### src/rtl/dacl_pkg.sv
package dacl_pkg;

  typedef enum logic [3:0] {
    F_NONE      = 4'd0,
    F_ALIGN     = 4'd1,
    F_RANGE     = 4'd2,
    F_REAL_MISS = 4'd3,
    F_MMU_MISS  = 4'd4,
    F_PRIV      = 4'd5,
    F_PROT      = 4'd6,
    F_NFO       = 4'd7,
    F_SIDEFX    = 4'd8
  } dacl_fault_e;

endpackage

### src/rtl/dacl_vaddr.sv
module dacl_vaddr #(
  parameter int VA_W = 64,
  parameter logic [VA_W-1:0] HOLE_LO = 64'h0000_8000_0000_0000,
  parameter logic [VA_W-1:0] HOLE_HI = 64'hFFFF_7FFF_FFFF_FFFF
) (
  input  logic [VA_W-1:0] va,
  input  logic [1:0]      size,
  input  logic            amask,
  input  logic            hpriv,
  input  logic            implicit_acc,
  output logic [VA_W-1:0] eff_va,
  output logic            mis,
  output logic            bypass,
  output logic            out_rng
);
  localparam int MASK_W = 32;

  logic [2:0] low_mask;

  always_comb begin
    case (size)
      2'd0:    low_mask = 3'b000;
      2'd1:    low_mask = 3'b001;
      2'd2:    low_mask = 3'b011;
      default: low_mask = 3'b111;
    endcase
  end

  assign mis     = |(va[2:0] & low_mask);
  assign bypass  = hpriv & implicit_acc;
  assign eff_va  = amask ? {{(VA_W-MASK_W){1'b0}}, va[MASK_W-1:0]} : va;
  assign out_rng = !amask && (va >= HOLE_LO) && (va <= HOLE_HI);

endmodule

### src/rtl/dacl_recent.sv
module dacl_recent #(
  parameter int VPN_W = 51,
  parameter int PPN_W = 27,
  parameter int ASI_W = 8,
  parameter int ST_W  = 64,
  parameter int NSLOT = 2
) (
  input  logic             clk,
  input  logic             rst_n,
  input  logic             acc,
  input  logic [ST_W-1:0]  st_in,
  input  logic [VPN_W-1:0] lk_vpn,
  input  logic [ASI_W-1:0] lk_asi,
  input  logic             lk_wr,
  input  logic             fill,
  input  logic [PPN_W-1:0] fill_ppn,
  input  logic             fill_wr,
  input  logic             fill_se,
  output logic             hit,
  output logic [PPN_W-1:0] hit_ppn,
  output logic             hit_se
);
  typedef struct packed {
    logic [VPN_W-1:0] vpn;
    logic [ASI_W-1:0] asi;
    logic [PPN_W-1:0] ppn;
    logic             wr;
    logic             se;
  } slot_t;

  slot_t             slot_q [NSLOT];
  logic [NSLOT-1:0]  v_q, v_eff, v_nxt, match, present;
  logic [ST_W-1:0]   st_q;
  logic              same_st;

  assign same_st = (st_q == st_in);
  assign v_eff   = same_st ? v_q : '0;

  for (genvar i = 0; i < NSLOT; i++) begin : g_cmp
    assign present[i] = v_eff[i] && (slot_q[i].vpn == lk_vpn) && (slot_q[i].asi == lk_asi);
    assign match[i]   = present[i] && (!lk_wr || slot_q[i].wr);
  end

  always_comb begin
    hit     = |match;
    hit_ppn = '0;
    hit_se  = 1'b0;
    for (int i = NSLOT - 1; i >= 0; i--) begin
      if (match[i]) begin
        hit_ppn = slot_q[i].ppn;
        hit_se  = slot_q[i].se;
      end
    end
  end

  always_comb begin
    v_nxt = v_eff;
    if (fill && !(|present)) v_nxt = {v_eff[NSLOT-2:0], 1'b1};
  end

  always_ff @(posedge clk or negedge rst_n) begin
    if (!rst_n) begin
      v_q  <= '0;
      st_q <= '0;
      for (int i = 0; i < NSLOT; i++) slot_q[i] <= '0;
    end else if (acc) begin
      v_q  <= v_nxt;
      st_q <= st_in;
      if (fill && !(|present)) begin
        slot_q[0] <= '{vpn: lk_vpn, asi: lk_asi, ppn: fill_ppn, wr: fill_wr, se: fill_se};
        for (int i = 1; i < NSLOT; i++) slot_q[i] <= slot_q[i-1];
      end
    end
  end

  for (genvar i = 1; i < NSLOT; i++) begin : g_uniq

    no_dup_key_chk: assert property (@(posedge clk) disable iff (!rst_n)
      (v_q[0] && v_q[i]) |-> !((slot_q[0].vpn == slot_q[i].vpn) && (slot_q[0].asi == slot_q[i].asi)));
  end


  state_flush_chk: assert property (@(posedge clk) disable iff (!rst_n)
    (acc && (st_in != st_q)) |=> (v_q[NSLOT-1:1] == '0));

endmodule

### src/rtl/dacl_check.sv
module dacl_check
  import dacl_pkg::*;
#(
  parameter int VA_W  = 64,
  parameter int PA_W  = 40,
  parameter int PG_SH = 13
) (
  input  logic                  mis,
  input  logic                  bypass,
  input  logic                  out_rng,
  input  logic [PA_W-1:0]       raw_pa,
  input  logic [VA_W-1:0]       eff_va,
  input  logic [PG_SH-1:0]      ctx,
  input  logic                  wr,
  input  logic                  pv,
  input  logic                  nofault,
  input  logic                  real_acc,
  input  logic                  c_hit,
  input  logic [PA_W-PG_SH-1:0] c_ppn,
  input  logic                  c_se,
  input  logic                  t_hit,
  input  logic [PA_W-PG_SH-1:0] t_ppn,
  input  logic                  t_priv,
  input  logic                  t_wr,
  input  logic                  t_nfo,
  input  logic                  t_se,
  output dacl_fault_e           code,
  output logic [PA_W-1:0]       pa,
  output logic                  uc,
  output logic                  tag_ld,
  output logic [VA_W-1:0]       tag_val,
  output logic                  fill
);
  localparam int PPN_W = PA_W - PG_SH;

  logic             use_page;
  logic [PPN_W-1:0] sel_ppn;
  logic             sel_se;

  assign tag_val = {eff_va[VA_W-1:PG_SH], ctx};

  always_comb begin
    code     = F_NONE;
    tag_ld   = 1'b0;
    fill     = 1'b0;
    use_page = 1'b0;
    sel_ppn  = '0;
    sel_se   = 1'b0;
    pa       = '0;
    uc       = 1'b0;
    if (mis) begin
      code = F_ALIGN;
    end else if (bypass) begin
      pa = raw_pa;
    end else if (out_rng) begin
      code = F_RANGE;
    end else if (c_hit) begin
      use_page = 1'b1;
      sel_ppn  = c_ppn;
      sel_se   = c_se;
    end else if (!t_hit) begin
      code   = real_acc ? F_REAL_MISS : F_MMU_MISS;
      tag_ld = 1'b1;
    end else if (!pv && t_priv) begin
      code   = F_PRIV;
      tag_ld = 1'b1;
    end else if (wr && !t_wr) begin
      code   = F_PROT;
      tag_ld = 1'b1;
    end else if (t_nfo && !nofault) begin
      code   = F_NFO;
      tag_ld = 1'b1;
    end else if (t_se && nofault) begin
      code   = F_SIDEFX;
      tag_ld = 1'b1;
    end else begin
      use_page = 1'b1;
      sel_ppn  = t_ppn;
      sel_se   = t_se;
      fill     = 1'b1;
    end
    if (use_page) begin
      pa = {sel_ppn, eff_va[PG_SH-1:0]};
      uc = sel_se | sel_ppn[PPN_W-1];
    end
  end

endmodule

### src/rtl/dacl_unit.sv
module dacl_unit
  import dacl_pkg::*;
#(
  parameter int VA_W  = 64,
  parameter int PA_W  = 40,
  parameter int PG_SH = 13,
  parameter int ASI_W = 8,
  parameter int ST_W  = 64,
  parameter int NSLOT = 2,
  parameter logic [VA_W-1:0] HOLE_LO = 64'h0000_8000_0000_0000,
  parameter logic [VA_W-1:0] HOLE_HI = 64'hFFFF_7FFF_FFFF_FFFF
) (
  input  logic                  clk,
  input  logic                  rst_n,
  input  logic                  req_valid,
  output logic                  req_ready,
  input  logic [VA_W-1:0]       req_va,
  input  logic [1:0]            req_size,
  input  logic                  req_write,
  input  logic                  req_priv,
  input  logic                  req_hpriv,
  input  logic                  req_implicit,
  input  logic                  req_amask,
  input  logic                  req_nofault,
  input  logic                  req_real,
  input  logic [ASI_W-1:0]      req_asi,
  input  logic [PG_SH-1:0]      req_ctx,
  input  logic [ST_W-1:0]       req_state,
  input  logic                  tlb_hit,
  input  logic [PA_W-PG_SH-1:0] tlb_ppn,
  input  logic                  tlb_priv,
  input  logic                  tlb_wr,
  input  logic                  tlb_nfo,
  input  logic                  tlb_se,
  output logic                  rsp_valid,
  input  logic                  rsp_ready,
  output logic [3:0]            rsp_code,
  output logic [PA_W-1:0]       rsp_pa,
  output logic                  rsp_uncache,
  output logic [VA_W-1:0]       tag_access
);
  localparam int VPN_W = VA_W - PG_SH;
  localparam int PPN_W = PA_W - PG_SH;

  logic              acc;
  logic [VA_W-1:0]   eff_va, tag_val;
  logic              mis, bypass, out_rng;
  logic              c_hit, c_se, tag_ld, fill, uc;
  logic [PPN_W-1:0]  c_ppn;
  logic [PA_W-1:0]   pa;
  dacl_fault_e       code, code_q;

  assign req_ready = !rsp_valid || rsp_ready;
  assign acc       = req_valid && req_ready;
  assign rsp_code  = code_q;

  dacl_vaddr #(.VA_W(VA_W), .HOLE_LO(HOLE_LO), .HOLE_HI(HOLE_HI)) u_vaddr (
    .va(req_va), .size(req_size), .amask(req_amask), .hpriv(req_hpriv),
    .implicit_acc(req_implicit), .eff_va(eff_va), .mis(mis), .bypass(bypass),
    .out_rng(out_rng)
  );

  dacl_recent #(.VPN_W(VPN_W), .PPN_W(PPN_W), .ASI_W(ASI_W), .ST_W(ST_W), .NSLOT(NSLOT)) u_recent (
    .clk(clk), .rst_n(rst_n), .acc(acc), .st_in(req_state),
    .lk_vpn(eff_va[VA_W-1:PG_SH]), .lk_asi(req_asi), .lk_wr(req_write),
    .fill(fill), .fill_ppn(tlb_ppn), .fill_wr(tlb_wr), .fill_se(tlb_se),
    .hit(c_hit), .hit_ppn(c_ppn), .hit_se(c_se)
  );

  dacl_check #(.VA_W(VA_W), .PA_W(PA_W), .PG_SH(PG_SH)) u_check (
    .mis(mis), .bypass(bypass), .out_rng(out_rng), .raw_pa(req_va[PA_W-1:0]),
    .eff_va(eff_va), .ctx(req_ctx), .wr(req_write), .pv(req_priv),
    .nofault(req_nofault), .real_acc(req_real), .c_hit(c_hit), .c_ppn(c_ppn),
    .c_se(c_se), .t_hit(tlb_hit), .t_ppn(tlb_ppn), .t_priv(tlb_priv),
    .t_wr(tlb_wr), .t_nfo(tlb_nfo), .t_se(tlb_se), .code(code), .pa(pa),
    .uc(uc), .tag_ld(tag_ld), .tag_val(tag_val), .fill(fill)
  );

  always_ff @(posedge clk or negedge rst_n) begin
    if (!rst_n) begin
      rsp_valid   <= 1'b0;
      code_q      <= F_NONE;
      rsp_pa      <= '0;
      rsp_uncache <= 1'b0;
      tag_access  <= '0;
    end else begin
      if (acc) begin
        rsp_valid   <= 1'b1;
        code_q      <= code;
        rsp_pa      <= pa;
        rsp_uncache <= uc;
        if (tag_ld) tag_access <= tag_val;
      end else if (rsp_ready) begin
        rsp_valid <= 1'b0;
      end
    end
  end


  align_first_chk: assert property (@(posedge clk) disable iff (!rst_n)
    (acc && mis) |=> (rsp_code == F_ALIGN));


  bypass_pa_chk: assert property (@(posedge clk) disable iff (!rst_n)
    (acc && !mis && req_hpriv && req_implicit) |=>
      (rsp_code == F_NONE) && (rsp_pa == $past(req_va[PA_W-1:0])));


  tag_hold_chk: assert property (@(posedge clk) disable iff (!rst_n)
    !acc |=> $stable(tag_access));


  fault_no_pa_chk: assert property (@(posedge clk) disable iff (!rst_n)
    (rsp_valid && rsp_code != F_NONE) |-> (rsp_pa == '0) && !rsp_uncache);


  hold_rsp_chk: assert property (@(posedge clk) disable iff (!rst_n)
    (rsp_valid && !rsp_ready) |=>
      rsp_valid && $stable(rsp_code) && $stable(rsp_pa) && $stable(rsp_uncache));

endmodule

### config.mk
export PLATFORM = sky130hd
export DESIGN_NAME = dacl_unit
export DESIGN_NICKNAME = d
export VERILOG_FILES = /design/src/rtl/dacl_pkg.sv /design/src/rtl/dacl_vaddr.sv /design/src/rtl/dacl_recent.sv /design/src/rtl/dacl_check.sv /design/src/rtl/dacl_unit.sv
export SDC_FILE = /design/constraint.sdc
export NUM_CORES = 1
export LEC_CHECK = 0
export ABC_AREA = 1
export BUFFER_PORTS_ARGS = -buffer_cell sky130_fd_sc_hd__buf_2
export CAP_MARGIN = 25
export CORE_ASPECT_RATIO = 1.4
export CORE_MARGIN = 2
export CORE_UTILIZATION = 57
export DETAILED_ROUTE_END_ITERATION = 10
export PLACE_DENSITY = 0.77
export SLEW_MARGIN = 5
export SYNTH_ARGS = -nofsm -noshare
export SYNTH_HDL_FRONTEND = slang
export SYNTH_SLANG_ARGS = --single-unit
### constraint.sdc
create_clock -name clk -period 2.2 [get_ports clk]
set_input_delay 0.22 -clock clk [delete_from_list [all_inputs] [get_ports clk]]
set_output_delay 0.22 -clock clk [all_outputs]
set_load 0.03 [all_outputs]
==> results by group, run 1 <==
Floorplan
  – Width of the die: between 150 and 200 um
  – # rows: 76
  – Number of placed I/O pins: 305
  – Die footprint: approximately 0.033 mm^2
  – Overall die height: 213 um
  – Core region area: 0.0307 mm^2
  – Initial core utilization: 57.9%

Cells and area
  – Fraction of layout instances using a drive strength above 1: 23.4%
  – Area of all sequential standard cells: 0.00881 mm^2
  – Post-route cell area: about 0.025 mm^2
  – Count of non-filler cells in the finished layout: around 3,400
  – Fill count: roughly 1,900
  – Net count of the finished layout: between 3,000 and 4,000
  – Area taken by multi-input logic gates: 0.00782 mm^2
  – Post-synthesis to final-layout area growth: 37.9%

Clock tree
  – Buffer levels on the longest clock path: 3
  – Clock sink total: 352
  – CTS H-tree depth: 2
  – Number of buffers inserted during clock tree synthesis: 35
  – Cell at the root of the clock tree: clkbuf_16
  – CTS tree: done
  – Clock latency at the later pin of the worst-skew pair: 0.54 ns
  – Clock transition at the register clock pins on the worst setup and hold paths after CTS: around 0.06 ns

Outcome
  – Violations in the final reports: negative setup slack
  – Outcome: finished with violations

GRT
  – Gr ovfl total: 0
  – Maximum number of pins on one net before global-route repair: 133
  – Via count of the first global-routing pass: about 17,000
  – Total GRT Usage: 32.8%
  – Wire length of the first global-routing pass: 86,300 um
  – Antenna violations before repair: 9

Detailed routing
  – Detailed router's first-iteration violation count: roughly 1,600
  – Total DRC errors in the routed layout: 0
  – Total wire length after detailed routing: 58,600 um
  – Routed via count: 18,300
  – Pre-antenna DRT Iters: 9
  – Antenna Violating Nets Remaining: 0
  – Average vias per placed instance: 5.45
  – Wire length per cell after detailed routing: between 15 and 20 um

Logic synthesis
  – Number of distinct standard cells referenced by the synthesized netlist: 33
  – Post-synthesis async set-or-reset flop share: 100%
  – Largest area contributor in the netlist: dfrtp_1
  – Top cells by count, synth: nand2_1, dfrtp_1, inv_1
  – Post-synthesis net count: 2,594
  – Number of synthesized register bits: 352
  – Post-synth EDFFs: 0
  – Avg Inst Size Synth: 7.41 um^2
  – Dominant register cell in the synthesized netlist: dfrtp_1
  – Number of cells produced by synthesis: 2,400
  – Share of Yosys cell area claimed by the top area cell type: 49.5%
  – Mapped Area: 0.0178 mm^2
  – Synthesis warning total: 0
  – Dominant cells by area after synthesis: dfrtp_1, nand2_1, o21ai_0
  – Dominant cell by count in the synthesized netlist: nand2_1
  – Part of the Yosys area used for sequential elements: 49.5%

Timing
  – Worst setup margin: -0.286 ns
  – Count of endpoints failing hold in the final timing report: 0
  – Worst clock skew: 0.0163 ns
  – Fmax: 402 MHz
  – Worst slew margin: 61.9%
  – Setup-violating endpoint count in the final report: roughly 290
  – Count of final max-slew check failures: 0
  – Setup TNS Final: -53.22 ns
  – RSZ-0062 raised after global routing: yes
  – Shortest period the worst path allows: about 2.5 ns
  – Period Utilization, post-route: 113%
  – Worst-margin pin slew: 0.572 ns

Pwr
  – P per Cell Area: 772 mW/mm^2
  – Leakage power summed over all cells: around 13 nW
  – Clock group share of total power: 31.8%
  – Part of the total power dissipated in sequential elements: 43.5%
  – Relative contribution of combinational cells to total power: about 25%
  – Switching power summed over all nets: 6.28 mW
  – VDD IR-drop max: between 0.7 and 0.8 mV
  – Internal power contribution: 12.7 mW
  – Switching portion of total power: 33.2%
  – Pwr Total: 18.9 mW

Flow run
  – Max Cap Viol: 0

Critical path
  – Crit path max-delay cell type: dfrtp_1
  – Start-to-end type of the worst setup path: reg2reg
  – Largest driver fanout on the critical path: 9
  – Cell family with most CP delay: simple AND/OR/NAND/NOR gates
  – Critical Path AT: 2.93 ns
  – CP cell instances: xnor2_2 > nand2_2 > nor2_1 > nand3_1 > nor2_2 > nand4_1 > nor2_4 > nor2_4 > nand3_4 > buf_12 > buf_12 > clkbuf_16 > nand2_1 > o21ai_1
  – Worst Path Buf+Inv: 3
  – Delay contributed by the slowest stage of the critical path: around 0.42 ns
  – Setup crit start kind: flip-flop
  – Kind of end point of the critical path: flip-flop
  – Worst endpoint required time: 2.65 ns

Min path
  – Worst hold path class: in2reg

Place
  – Placed cell area: between 0.02 and 0.025 mm^2
  – DP Worst Slack: -0.562 ns
  – DPL Wire Length: between 30,000 and 40,000 um
  – Number of placed instances with taps included: 3,113
  – RePlAce Congestion: between 0.8 and 0.9
  – Count of buffers inserted at the top-level ports: 304
layout make-up:
| cell class | count | area share (%) |
|---|---|---|
| diodes | 8 | 0.0816 |
| clock buffers | 49 | 4.20 |
| clock inverters | 11 | 0.367 |
| inverters | 325 | 4.97 |
| multi-input cells | 1617 | 31.9 |
| flip-flops and latches | 352 | 35.9 |
| well taps | 390 | 1.99 |
| repair buffers | 600 | 20.6 |
timing repair:
| item | 4_1_cts | 5_1_grt |
|---|---|---|
| resized for setup | 60 | 205 |
| hold buffers | 124 | 0 |
| pin swaps | 8 | 24 |
| cloned | 8 | 21 |
| setup endpoints to repair | 287 | 287 |
| endpoints found under the hold margin | 178 | 0 |
| setup buffers | 10 | 11 |
power by group through the flow:
stage | Clock, mW | Sequential [mW] | Combinational (mW)
3_5_place_dp | 0 | 8.23 | 4.09
6_report | 6.01 | 8.23 | 4.69
2_1_floorplan | 0 | 8.87 | 1.82
4_1_cts | 6.04 | 8.14 | 4.33
3_3_place_gp | 0 | 8.18 | 3.96
5_1_grt | 6.31 | 8.31 | 5.15
worst register-to-register path, delay by kind of cell, from the launching register on:
family	cells	cell delay, ns
AOI/OAI and AO/OA	1	0.10
xor gates and xnor gates	1	0.17
buffers and inverters	3	0.46
DFF	1	0.42
and+or+nand+nor	9	1.25
metal layers:
| metal | track usage, % | part of all wire (%) | up-vias | wire [um] |
|---|---|---|---|---|
| met5 | 0 | 0.038 | - | 22 |
| met4 | 16.0 | 6.1 | 4 | 3590 |
| met3 | 4.61 | 7.0 | 239 | 4130 |
| met2 | 57.6 | 50 | 859 | 29600 |
| met1 | 39.9 | 36 | 8662 | 21300 |
| li1 | - | - | 8493 | - |
per-stage QoR:
stage / utilization (%) / hold slack [ns]
final: 79.8 / 0.0116
after detailed placement: 66.8 / 0.229
after floorplan: - / -0.0756
after global placement: 66.8 / 0.228
after global routing: 79.8 / 0.0150
after CTS: 76.0 / 0.000439
sequential cells by signal, indices dropped and copies added (netlist names):
register	cells
rsp_pa	40
rsp_code	4
rsp_uncache	1
u_recent.st_q	64
tag_access	64
rsp_valid	1
u_recent.v_q	2
u_recent.slot_q	176
worst paths after layout:
path / from / end / slack [ns] / depth (start not counted)
max in group asynchronous: rst_n / u_recent.slot_q[15] / 1.27 / 3
min: tlb_ppn[18] / u_recent.slot_q[108] / 0.01 / 3
min in group asynchronous: rst_n / u_recent.st_q[38] / 0.24 / 2
min reg2reg: rsp_pa[7] / rsp_pa[7] / 0.47 / 2
max: u_recent.slot_q[132] / u_recent.slot_q[15] / -0.29 / 14
max reg2reg: u_recent.slot_q[132] / u_recent.slot_q[15] / -0.29 / 14
layout by cell type (no fill, tap or decap), types with 36 or more instances in the layout:
master / n
o21ai_0: 210
a21oi_1: 36
buf_4: 98
inv_1: 321
buf_2: 303
xnor2_1: 40
o21ai_1: 51
dlygate4sd3_1: 124
clkbuf_16: 53
nand2_1: 824
nand3_1: 89
dfrtp_1: 352
nor2_1: 132
kinds of logic (layout without fill, tap and decap cells):
logic type | after synthesis | after routing | synth area share, %
AND/OR/NAND/NOR | 1175 | 1175 | 26.1
buffers and inverters | 431 | 985 | 10.1
AO/OA/AOI/OAI | 377 | 377 | 11.0
flip-flops | 352 | 352 | 49.5
XOR/XNOR | 65 | 65 | 3.20
other | 0 | 8 | 0
(Power assumes the default switching activity.)
==> inputs of run 2 (changes only) <==
- ABC_AREA: 1 -> unset
==> results by group, run 2 <==
Outcome
  – Outcome: finished with violations
  – Violations in the final reports: negative setup slack

Timing
  – Worst clock skew: 0.0390 ns (+0.0228 ns)
  – Shortest period the worst path allows: 3.76 ns (+1.28 ns)
  – Period Utilization, post-route: 171% (+58 points)
  – Final-layout worst hold slack: 0.0311 ns (+0.0194 ns)
  – RSZ-0062 raised after global routing: yes
  – Worst-margin pin slew: 1.10 ns (+0.528 ns)
  – Count of final max-slew check failures: 0 (unchanged)
  – Count of endpoints failing hold in the final timing report: 0 (unchanged)
  – Fmax: 266 MHz (-34%)
  – Worst slew margin: 26.7% (-35 points)
  – Worst setup margin: -1.56 ns (-1.28 ns)
  – Setup-violating endpoint count in the final report: 287 (+0.70%)

Floorplan
  – Die footprint: 0.0319 mm^2 (-2.3%)
  – Overall die height: 211 um (-1.1%)
  – # rows: 75 (-1.3%)
  – Number of placed I/O pins: 305 (unchanged)
  – Core region area: 0.0300 mm^2 (-2.2%)
  – Initial core utilization: 57.8% (about the same)
  – Width of the die: 152 um (-1.1%)

Critical path
  – Critical R2R Launch: u_recent.slot_q[87]
  – Setup crit start kind: flip-flop
  – Start-to-end type of the worst setup path: reg2reg
  – Delay contributed by the slowest stage of the critical path: 0.78 ns (+0.36 ns)
  – Worst Path Buf+Inv: 2 (-1)
  – CP cell instances: buf_4 > o21ai_0 > nor4b_1 > nand4_1 > nor2_1 > nand4_1 > o32ai_4 > a211oi_4 > buf_12 > a221oi_1 > a21oi_2
  – Slack of the worst reg-to-reg path: -1.56 ns (-1.28 ns)
  – Worst endpoint required time: 2.62 ns (-0.03 ns)
  – Largest driver fanout on the critical path: 15 (+6)
  – Critical Path AT: 4.19 ns (+1.26 ns)
  – Kind of end point of the critical path: flip-flop
  – Cell family with most CP delay: compound AO/OA/AOI/OAI gates
  – Reg-to-Reg End: rsp_pa[27]
  – Depth of the worst register-to-register path: 11 (-3)
  – Crit path max-delay cell type: o21ai_0
  – Most Frequent Cell on Critical Path: nand4_1

Logic synthesis
  – Number of synthesized register bits: 352 (unchanged)
  – Share of Yosys cell area claimed by the top area cell type: 50.7% (+1.2 points)
  – Dominant register cell in the synthesized netlist: dfrtp_1
  – Main combinational cell family by area after synthesis: simple AND/OR/NAND/NOR gates
  – Largest area contributor in the netlist: dfrtp_1
  – Part of the Yosys area used for sequential elements: 50.7% (+1.2 points)
  – Number of distinct standard cells referenced by the synthesized netlist: 64 (+94%)
  – Arithmetic-cell share of the synthesized area counting full adders, half adders and majority gates: 0% (unchanged)
  – Dominant cell by count in the synthesized netlist: dfrtp_1
  – Post-synthesis async set-or-reset flop share: 100% (unchanged)
  – Avg Inst Size Synth: 11.1 um^2 (+49%)
  – Mapped Area: 0.0174 mm^2 (-2.3%)
  – Number of cells produced by synthesis: 1,570 (-35%)
  – Synthesis warning total: 0 (unchanged)
  – Top cells by count, synth: dfrtp_1, nand2_1, mux2_2
  – Compound-cell area share of the yosys netlist: 8.78% (-2.3 points)
  – Proportion of synthesized area in mux cells: 15.2% (+15 points)
  – Post-synthesis net count: 1,764 (-32%)
  – Simple-Gate Fraction of Synth Area: 15.5% (-11 points)
  – Dominant cells by area after synthesis: dfrtp_1, mux2_2, xor2_1
  – XOR/XNOR Fraction of Synth Area: 6.61% (+3.4 points)
  – Post-synth EDFFs: 0 (unchanged)

Cells and area
  – Biggest regs: u_recent.slot_q: 176 flops, tag_access: 64 flops, u_recent.st_q: 64 flops
  – Fraction of layout instances using a drive strength above 1: 46.0% (+23 points)
  – Number of flip-flops in the largest register: 176 (unchanged)
  – Net count of the finished layout: 2,486 (-20%)
  – Register containing the most flip-flops in the final layout: u_recent.slot_q
  – Fill count: 1,366 (-29%)
  – Highest-count cells in the layout ignoring fill and taps: dfrtp_1, buf_2, buf_4, nand2_1, mux2_2
  – Most common cell after layout, fill and taps aside: dfrtp_1
  – Count of non-filler cells in the finished layout: 2,708 (-19%)
  – Post-synthesis to final-layout area growth: 48.8%
  – Post-route cell area: 0.0259 mm^2 (+5.4%)

GRT
  – Wire length of the first global-routing pass: 98,600 um (+14%)
  – Total GRT Usage: 41.2% (+8.4 points)
  – Antenna violations before repair: 10 (+1)
  – Via count of the first global-routing pass: 17,500 (+1.5%)
  – Gr ovfl total: 0 (unchanged)
  – Maximum number of pins on one net before global-route repair: 94 (-29%)

Clock tree
  – Cell at the root of the clock tree: clkbuf_16
  – Clock transition at the register clock pins on the worst setup and hold paths after CTS: 0.07 ns (about the same)
  – CTS tree: done
  – Buffer levels on the longest clock path: 3 (unchanged)
  – Clock sink total: 352 (unchanged)
  – CTS H-tree depth: 2 (unchanged)
  – Number of buffers inserted during clock tree synthesis: 35 (unchanged)
  – Clock latency at the later pin of the worst-skew pair: 0.57 ns (+0.03 ns)

Place
  – DPL Wire Length: 39,900 um (+13%)
  – RePlAce Congestion: 0.983 (+11%)
  – Placed cell area: 0.0213 mm^2 (+3.8%)
  – Number of placed instances with taps included: 2,443 (-22%)
  – Count of buffers inserted at the top-level ports: 304 (unchanged)

Min path
  – Hold Path Depth: 3 (unchanged)
  – Worst hold path class: in2reg
  – End of the worst hold path: u_recent.slot_q[89]
  – Startpoint of the worst hold path: tlb_wr

Flow run
  – Max Cap Viol: 0 (unchanged)

Detailed routing
  – Routed via count: 17,200 (-5.6%)
  – Total wire length after detailed routing: 75,200 um (+28%)
  – Average vias per placed instance: 6.37 (+17%)
  – Detailed router's first-iteration violation count: 1,833 (+14%)
  – Pre-antenna DRT Iters: 6 (-3)
  – Total DRC errors in the routed layout: 0 (unchanged)
  – Antenna Violating Nets Remaining: 0 (unchanged)
  – Wire length per cell after detailed routing: 27.8 um (+59%)

Pwr
  – P per Cell Area: 802 mW/mm^2 (+3.8%)
  – VDD IR-drop max: 1.06 mV (+51%)
  – Leakage power summed over all cells: 12.8 nW (-1.0%)
[run 2: cell types whose count changed after synthesis, sizes merged, moves of 19 or more]
cell    before  now
o21ai      284   46
buf         70   31
a221oi       0   28
xnor2       43   24
nor4         5   50
xor2        22  107
nand3       96   40
nor2b        0   51
a21oi       64   43
o211ai      27    3
nor2       184   64
mux2         0  224
inv        324   42
nand2      864  232
[run 2: through the flow]
step                      utilization (%)  worst slack, ns  setup TNS, ns  power (mW)
after detailed placement             71.0            -1.17        -303.94        13.4
final                                86.1            -1.56        -349.31        20.7
after global placement               71.0            -1.14        -300.21        13.2
after floorplan                         -            -1.03        -213.05        10.9
after CTS                            82.4            -1.09        -284.49        19.8
after global routing                 86.1            -1.51        -353.41        21.3
[run 2: worst max path at each step]
stage                    startpoint              to  slack (ns)  depth (start not counted)
6_report        u_recent.slot_q[87]      rsp_pa[27]       -1.56                         11
5_1_grt         u_recent.slot_q[87]      rsp_pa[27]       -1.51                         11
4_1_cts        u_recent.slot_q[120]      rsp_pa[23]       -1.09                         11
3_5_place_dp   u_recent.slot_q[159]      rsp_pa[15]       -1.17                         11
3_3_place_gp   u_recent.slot_q[149]   tag_access[3]       -1.14                         10
2_1_floorplan  u_recent.slot_q[121]  tag_access[10]       -1.03                         12
[run 2: timing repair]
action | 4_1_cts | 5_1_grt
setup endpoints to repair | 287 | 287
hold endpoints to repair | 169 | 0
pin swaps | 30 | 39
hold buffers | 118 | 0
gates resized for setup | 129 | 126
gates cloned | 15 | 24
setup buffers | 25 | 21
[run 2: kinds of logic (layout without fill, tap and decap cells)]
group,after synthesis,after routing
xor gates and xnor gates,131,131
AOI/OAI and AO/OA,210,210
muxes,228,228
other,0,8
buffers and inverters,121,866
DFF,352,352
and+or+nand+nor,528,528
[run 2: final cells by class]
cell class / count / area (um^2) / share of cell area [%]
multi-input combinational: 1097 / 8840 / 34.2
sequential: 352 / 8810 / 34.1
timing repair buffer: 764 / 6430 / 24.9
clock buffer: 44 / 961 / 3.72
tap: 385 / 482 / 1.86
inverter: 42 / 158 / 0.610
clock inverter: 16 / 153 / 0.590
antenna: 8 / 20.0 / 0.0774
[run 2: routing by layer]
layer	routed length, um	global-route usage, %	vias up
met1	23600	43.9	8435
met3	7200	9.05	511
met4	8410	31.2	6
met2	36000	70.5	1281
met5	35	0	-
li1	-	-	7004
[run 2: worst reg2reg max path, cell delays in order, from the launching register on]
cell      delay, ns
dfrtp_1        0.39
buf_4          0.14
o21ai_0        0.78
nor4b_1        0.43
nand4_1        0.15
nor2_1         0.20
nand4_1        0.33
o32ai_4        0.30
a211oi_4       0.14
buf_12         0.19
a221oi_1       0.46
a21oi_2        0.13
[run 2: power by group]
group / switching [mW] / total, mW / internal [mW]
sequential: 0.912 / 8.44 / 7.53
clock: 2.80 / 6.15 / 3.36
combinational: 3.40 / 6.13 / 2.73
